==> config.mk <==
export PLATFORM = sky130hd
export DESIGN_NAME = pwm_deadband
export DESIGN_NICKNAME = d
export VERILOG_FILES = /design/src/rtl/dtg_pkg.sv /design/src/rtl/dtg_code_decode.sv /design/src/rtl/dtg_edge_track.sv /design/src/rtl/dtg_dead_counter.sv /design/src/rtl/dtg_out_gate.sv /design/src/rtl/pwm_deadband.sv
export SDC_FILE = /design/constraint.sdc
export NUM_CORES = 1
export LEC_CHECK = 0
export BUFFER_PORTS_ARGS = -buffer_cell sky130_fd_sc_hd__buf_2
export CORE_AREA = 2 2 45 47
export CTS_CLUSTER_DIAMETER = 40
export DETAILED_ROUTE_END_ITERATION = 10
export DIE_AREA = 0 0 47 49
export PLACE_DENSITY_LB_ADDON = 0.1
export SYNTH_ARGS = -nofsm -noshare
export SYNTH_HDL_FRONTEND = slang
export SYNTH_SLANG_ARGS = --single-unit
==> constraint.sdc <==
create_clock -name clk -period 2.6 [get_ports clk]
set_clock_uncertainty 0.1 [all_clocks]
set_input_delay 0 -clock clk [delete_from_list [all_inputs] [get_ports clk]]
set_output_delay 0 -clock clk [all_outputs]
set_load 0.005 [all_outputs]
==> src/rtl/dtg_pkg.sv <==
// Package dtg_pkg
// Shared constants and types for the dead-time inserter.
// Assumes an 8-bit setup code split into four ranges by its top three bits.
package dtg_pkg;

    localparam int DT_CODE_W  = 8;
    // Step multipliers of the three coarse ranges, written as left shifts.
    localparam int DT_SHIFT_B = 1;
    localparam int DT_SHIFT_C = 3;
    localparam int DT_SHIFT_D = 4;
    // Widest product: a 6-bit base (32 + 31) shifted by the largest step.
    localparam int DT_CNT_W   = 6 + DT_SHIFT_D;

    typedef logic [DT_CNT_W-1:0] dt_count_t;

    typedef enum logic [1:0] {
        RG_FINE = 2'd0,
        RG_X2   = 2'd1,
        RG_X8   = 2'd2,
        RG_X16  = 2'd3
    } dt_range_e;

endpackage

==> src/rtl/dtg_code_decode.sv <==
// Module dtg_code_decode
// Converts the 8-bit setup code into a dead time in base ticks.
// Purely combinational. Assumes the caller samples the result only when
// the reference changes.
module dtg_code_decode
    import dtg_pkg::*;
#(
    parameter int CODE_W  = DT_CODE_W,
    parameter int CNT_W   = DT_CNT_W,
    parameter int SHIFT_B = DT_SHIFT_B,
    parameter int SHIFT_C = DT_SHIFT_C,
    parameter int SHIFT_D = DT_SHIFT_D
) (
    input  logic [CODE_W-1:0] code,
    output logic [CNT_W-1:0]  ticks,
    output logic              is_zero
);

    dt_range_e rng;

    // Pick the range from the leading bits of the code.
    always_comb begin
        if (!code[7])      rng = RG_FINE;
        else if (!code[6]) rng = RG_X2;
        else if (!code[5]) rng = RG_X8;
        else               rng = RG_X16;
    end

    // Offset the base by the range's implicit leading one, then scale it.
    always_comb begin
        unique case (rng)
            RG_FINE: ticks = CNT_W'(code[6:0]);
            RG_X2:   ticks = CNT_W'({1'b1, code[5:0]}) << SHIFT_B;
            RG_X8:   ticks = CNT_W'({1'b1, code[4:0]}) << SHIFT_C;
            default: ticks = CNT_W'({1'b1, code[4:0]}) << SHIFT_D;
        endcase
    end

    // Flag a zero dead time so the output stage can bypass the counter.
    always_comb is_zero = (ticks == '0);

endmodule

==> src/rtl/dtg_edge_track.sv <==
// Module dtg_edge_track
// Registers the reference level, flags a change in the current cycle and
// raises a run flag one clock after reset release.
// Assumes ref_in is already synchronous to clk.
module dtg_edge_track (
    input  logic clk,
    input  logic rst_n,
    input  logic ref_in,
    output logic edge_hit,
    output logic run
);

    logic ref_q;

    // Keep the level seen at the previous clock edge.
    always_ff @(posedge clk) begin
        if (!rst_n) ref_q <= 1'b0;
        else        ref_q <= ref_in;
    end

    // Hold the outputs quiet until the first clock edge after reset release.
    always_ff @(posedge clk) begin
        if (!rst_n) run <= 1'b0;
        else        run <= 1'b1;
    end

    // A change is visible in the same cycle the reference moves.
    always_comb edge_hit = (ref_in != ref_q);

endmodule

==> src/rtl/dtg_dead_counter.sv <==
// Module dtg_dead_counter
// Down-counter for the dead time. A load wins over a tick. The counter
// stops at zero and reports expiry there.
// Assumes load_val is stable in the cycle the load is asserted.
module dtg_dead_counter #(
    parameter int CNT_W = 10
) (
    input  logic             clk,
    input  logic             rst_n,
    input  logic             load,
    input  logic [CNT_W-1:0] load_val,
    input  logic             tick,
    output logic             expired
);

    logic [CNT_W-1:0] remain;

    // Reload on every reference change, otherwise step down on each tick.
    always_ff @(posedge clk) begin
        if (!rst_n)                    remain <= '0;
        else if (load)                 remain <= load_val;
        else if (tick && remain != '0) remain <= remain - 1'b1;
    end

    // The gate may open once nothing is left to count.
    always_comb expired = (remain == '0);

endmodule

==> src/rtl/dtg_out_gate.sv <==
// Module dtg_out_gate
// Forms the two complementary outputs from the reference, the gate state
// and the per-output enables.
// Assumes edge_hit and expired come from the same clock domain as ref_in.
module dtg_out_gate (
    input  logic ref_in,
    input  logic edge_hit,
    input  logic zero_dt,
    input  logic expired,
    input  logic run,
    input  logic main_en,
    input  logic comp_en,
    output logic out_main,
    output logic out_comp
);

    logic open_gate;

    // In an edge cycle only a zero dead time may open, else wait for expiry.
    always_comb open_gate = run && (edge_hit ? zero_dt : expired);

    // Steer the open gate to the side the reference selects.
    always_comb begin
        out_main = open_gate &&  ref_in && main_en;
        out_comp = open_gate && !ref_in && comp_en;
    end

endmodule

==> src/rtl/pwm_deadband.sv <==
// Module pwm_deadband
// Complementary PWM output pair with a programmable dead time inserted
// before each output turns on.
// Assumes all inputs are synchronous to clk. dt_code is used only in the
// cycle the reference changes.
module pwm_deadband
    import dtg_pkg::*;
#(
    parameter int CODE_W = DT_CODE_W,
    parameter int CNT_W  = DT_CNT_W
) (
    input  logic              clk,
    input  logic              rst_n,
    input  logic              ref_in,
    input  logic [CODE_W-1:0] dt_code,
    input  logic              tick_en,
    input  logic              main_en,
    input  logic              comp_en,
    output logic              out_main,
    output logic              out_comp
);

    logic [CNT_W-1:0] dt_ticks;
    logic             dt_zero;
    logic             edge_hit;
    logic             run;
    logic             expired;

    dtg_code_decode #(
        .CODE_W (CODE_W),
        .CNT_W  (CNT_W)
    ) u_decode (
        .code    (dt_code),
        .ticks   (dt_ticks),
        .is_zero (dt_zero)
    );

    dtg_edge_track u_edge (
        .clk      (clk),
        .rst_n    (rst_n),
        .ref_in   (ref_in),
        .edge_hit (edge_hit),
        .run      (run)
    );

    dtg_dead_counter #(
        .CNT_W (CNT_W)
    ) u_count (
        .clk      (clk),
        .rst_n    (rst_n),
        .load     (edge_hit),
        .load_val (dt_ticks),
        .tick     (tick_en),
        .expired  (expired)
    );

    dtg_out_gate u_gate (
        .ref_in   (ref_in),
        .edge_hit (edge_hit),
        .zero_dt  (dt_zero),
        .expired  (expired),
        .run      (run),
        .main_en  (main_en),
        .comp_en  (comp_en),
        .out_main (out_main),
        .out_comp (out_comp)
    );

endmodule

==> impl_metrics.xml <==
<?xml version="1.0" encoding="UTF-8"?>
<metrics>
  <group name="run_status">
    <metric name="status" unit="">finished clean</metric>
  </group>
  <group name="yosys">
    <metric name="mappedNetlistNets" unit="">133</metric>
    <metric name="synthDistinctLibCells" unit="">42</metric>
    <metric name="synth-seq-area-share" unit="%">26.09</metric>
    <metric name="synth.avg_cell_area" unit="sq um">7.804</metric>
    <metric name="ys_seq_elements" unit="">12</metric>
    <metric name="synth_edf_count" unit="">0</metric>
    <metric name="ys.flop_type" unit="">dfxtp_1</metric>
    <metric name="async_reset_ff_share" unit="%">0</metric>
    <metric name="ys_warn_count" unit="">0</metric>
    <metric name="synthesis.instances" unit="">118</metric>
    <metric name="netlist_area" unit="sq um">920.9</metric>
  </group>
  <group name="route">
    <metric name="remaining_drc_errors" unit="">0</metric>
    <metric name="drt-vias-per-instance" unit="">5.988</metric>
    <metric name="length_of_the_first_detailed_routing_pass_in_iterations" unit="">5</metric>
    <metric name="dr_total_vias" unit="">976</metric>
    <metric name="drt_wl_total" unit="um">2318</metric>
    <metric name="ant_nets" unit="">0</metric>
    <metric name="wl_per_cell" unit="um">14.22</metric>
    <metric name="drt_iter0_drc" unit="">17</metric>
  </group>
  <group name="grt">
    <metric name="first_pass_grt_wire_length" unit="um">3988</metric>
    <metric name="grt_start_max_net_pins" unit="">17</metric>
    <metric name="gr-total-overflow" unit="">0</metric>
    <metric name="grtUsageTotal" unit="%">23.21</metric>
    <metric name="antenna_found_initial" unit="">0</metric>
    <metric name="first_global_vias" unit="">856</metric>
  </group>
  <group name="timing">
    <metric name="maxSlewHeadroom" unit="%">67.72</metric>
    <metric name="final.period_utilization" unit="%">92.04</metric>
    <metric name="tightest_slew" unit="ns">0.4782</metric>
    <metric name="finalSetupViolations" unit="">0</metric>
    <metric name="final_hold_viol_count" unit="">0</metric>
    <metric name="timing.final.max_slew_violations" unit="">0</metric>
    <metric name="setup-tns-final" unit="ns">0</metric>
    <metric name="maxClockFrequency" unit="GHz">0.4179</metric>
    <metric name="holdWs" unit="ns">0.01054</metric>
    <metric name="final_period_minus_worst_setup_slack" unit="ns">2.393</metric>
    <metric name="setup_repair_after_global_routing_missed_its_margin" unit="">no</metric>
  </group>
  <group name="clocking">
    <metric name="cts-resized-gates" unit="">0</metric>
    <metric name="cts_hold_buffers" unit="">5</metric>
    <metric name="cts-htree-levels" unit="">1</metric>
    <metric name="clock_tree_from_tritoncts" unit="">built</metric>
    <metric name="cts_root_buffer" unit="">clkbuf_4</metric>
    <metric name="cts-buffers-inserted" unit="">3</metric>
    <metric name="cts_sinks" unit="">12</metric>
    <metric name="post_cts.repair.setup_buffers" unit="">0</metric>
    <metric name="clock_insertion_delay_worst_skew" unit="ns">0.27</metric>
    <metric name="path_clk_slew" unit="ns">0.08</metric>
    <metric name="clock_path_buffers" unit="">2</metric>
  </group>
  <group name="floorplanning">
    <metric name="floorplan.die_area" unit="sq um">2303</metric>
    <metric name="die_width" unit="um">47</metric>
    <metric name="floorplan.initialDensity" unit="%">50.00</metric>
    <metric name="placementRows" unit="">16</metric>
    <metric name="io_pins" unit="">16</metric>
    <metric name="fp.dieH" unit="um">49</metric>
    <metric name="fp.coreArea" unit="sq um">1842</metric>
  </group>
  <group name="setup_path">
    <metric name="slowest_stage" unit="">or4b_1</metric>
    <metric name="crit_chain" unit="">inv_1 -&gt; ha_1 -&gt; or4b_1 -&gt; nor3_2 -&gt; nand2b_1 -&gt; a211oi_1 -&gt; buf_2</metric>
    <metric name="critical-path-max-stage-delay" unit="ns">0.58</metric>
    <metric name="path_max_fanout" unit="">6</metric>
    <metric name="critical-path-top-delay-family" unit="">simple AND/OR/NAND/NOR gates</metric>
    <metric name="worst-path-buf-inv" unit="">2</metric>
    <metric name="critical_path_arrival" unit="ns">2.29</metric>
    <metric name="worst_setup_path_end_kind" unit="">primary output</metric>
    <metric name="critPathLaunchType" unit="">flop</metric>
    <metric name="required" unit="ns">2.50</metric>
    <metric name="timing_worst_setup_path_type" unit="">reg -&gt; out</metric>
  </group>
  <group name="power">
    <metric name="p_int" unit="uW">373.4</metric>
    <metric name="power.switching_fraction" unit="%">34.96</metric>
    <metric name="clock_power_share" unit="%">26.5</metric>
    <metric name="pwr-share-seq" unit="%">39.4</metric>
    <metric name="vdd.ir_drop.worst" unit="mV">0.2298</metric>
    <metric name="power.density" unit="nW/um^2">522.7</metric>
    <metric name="p_sw" unit="uW">200.7</metric>
    <metric name="comb_pwr_share" unit="%">34.1</metric>
    <metric name="power.leakage" unit="nW">0.4261</metric>
  </group>
  <group name="layout">
    <metric name="final_cell_mix" unit="">buf_2 (15), dfxtp_1 (12), nand2_1 (8)</metric>
    <metric name="layout-area-overhead-vs-synth" unit="%">19.29</metric>
    <metric name="final_net_count" unit="">152</metric>
    <metric name="nFillCells" unit="">190</metric>
    <metric name="mostFrequentLayoutCell" unit="">buf_2</metric>
    <metric name="final_layout_size_suffix_gt1_share" unit="%">17.65</metric>
    <metric name="antennaDiodeCount" unit="">0</metric>
  </group>
  <group name="placement">
    <metric name="place.port_buffers" unit="">15</metric>
    <metric name="post-dp-hpwl" unit="um">1726</metric>
    <metric name="gpl.final_weighted_congestion" unit="">0.9451</metric>
  </group>
  <group name="hold_path">
    <metric name="worstHoldPathType" unit="">in -&gt; reg</metric>
  </group>
  <group name="job">
    <metric name="max_cap_viol_count" unit="">0</metric>
  </group>
</metrics>
==> logic make-up after synthesis <==
group | synth area share [%]
simple gates | 31.79
compound gates | 26.09
buf+inv | 6.386
flops | 26.09
mux | 5.435
xor+xnor | 2.854
fa+ha+maj | 1.358
==> path summary, 6_finish.rpt <==
check,startpoint,end,slack (ns),depth (start not counted)
hold / removal,dt_code[6],u_count.remain[9],0.01,3
hold reg to reg,u_count.remain[8],u_count.remain[8],0.42,2
setup reg to reg,u_count.remain[0],u_count.remain[5],0.43,6
setup / recovery,u_count.remain[0],out_comp,0.21,7
==> through the flow <==
step | setup WS (ns) | power, mW | cells | area, sq um | utilization (%)
after floorplan | 0.6249 | 0.3684 | 118 | 920.9 | -
after global placement | 0.5409 | 0.4162 | 154 | 1012 | 54.96
after detailed placement | 0.4484 | 0.4186 | 154 | 1012 | 54.96
after CTS | 0.2219 | 0.5768 | 163 | 1099 | 59.65
after global routing | 0.04392 | 0.6148 | 163 | 1099 | 59.65
final | 0.2070 | 0.5742 | 163 | 1099 | 59.65
==> state kept, by name (all words and copies together), names as in the netlist <==
name and flops:
u_count.remain 10, u_edge.ref_q 1, u_edge.run 1
==> worst min-delay path: stages <==
cell     delay [ns]
buf_2          0.17
nand4_1        0.09
o22ai_1        0.07
==> cells in the mapped netlist (2+ instances only) <==
cell type	instances	area share, %
nor2_1	6	2.4
buf_2	2	1.1
o21ai_0	6	3.3
nand2_1	8	3.3
xor2_1	2	1.9
a31oi_1	4	2.7
o21a_1	3	2.4
o22ai_1	2	1.4
dfxtp_1	12	26
nor3_1	2	1.1
nand4_1	4	2.7
clkbuf_1	6	2.4
nand2b_1	2	1.4
or4_1	5	4.1
o211ai_1	2	1.6
mux2i_1	5	5.4
nand3_1	3	1.6
a211oi_1	2	1.6
o311ai_0	2	1.9
o31ai_1	2	1.6
nand3b_1	2	1.6
o2111ai_1	2	1.9
o311ai_1	2	1.9
nor4_1	2	1.4
or3_1	3	2.0
inv_1	7	2.9
a21oi_1	5	2.7
==> per-layer routing <==
| layer | part of all wire (%) | routed length (um) | up-vias | GRT usage (%) |
|---|---|---|---|---|
| li1 | - | - | 495 | - |
| met1 | 44 | 1013 | 443 | 35.24 |
| met2 | 50 | 1157 | 36 | 33.56 |
| met3 | 5.7 | 132 | 2 | 2.222 |
| met4 | 0.60 | 14 | 0 | 7.870 |
| met5 | 0 | 0 | - | 0 |
==> power groups by stage <==
stage	registers, mW	logic, mW	clock network, mW
2_1_floorplan	0.224	0.145	0
3_3_place_gp	0.229	0.187	0
3_5_place_dp	0.230	0.189	0
4_1_cts	0.225	0.195	0.156
5_1_grt	0.230	0.221	0.164
6_report	0.226	0.196	0.152
==> area by class of cell <==
type | count | area (sq um) | share of cell area [%]
flip-flops and latches | 12 | 240.2 | 21.87
inverters | 7 | 26.28 | 2.392
clock buffers | 4 | 36.28 | 3.303
multi-input cells | 91 | 621.8 | 56.61
well taps | 27 | 33.78 | 3.075
repair buffers | 22 | 140.1 | 12.76
Note: power is estimated with default switching activity, not from simulation.
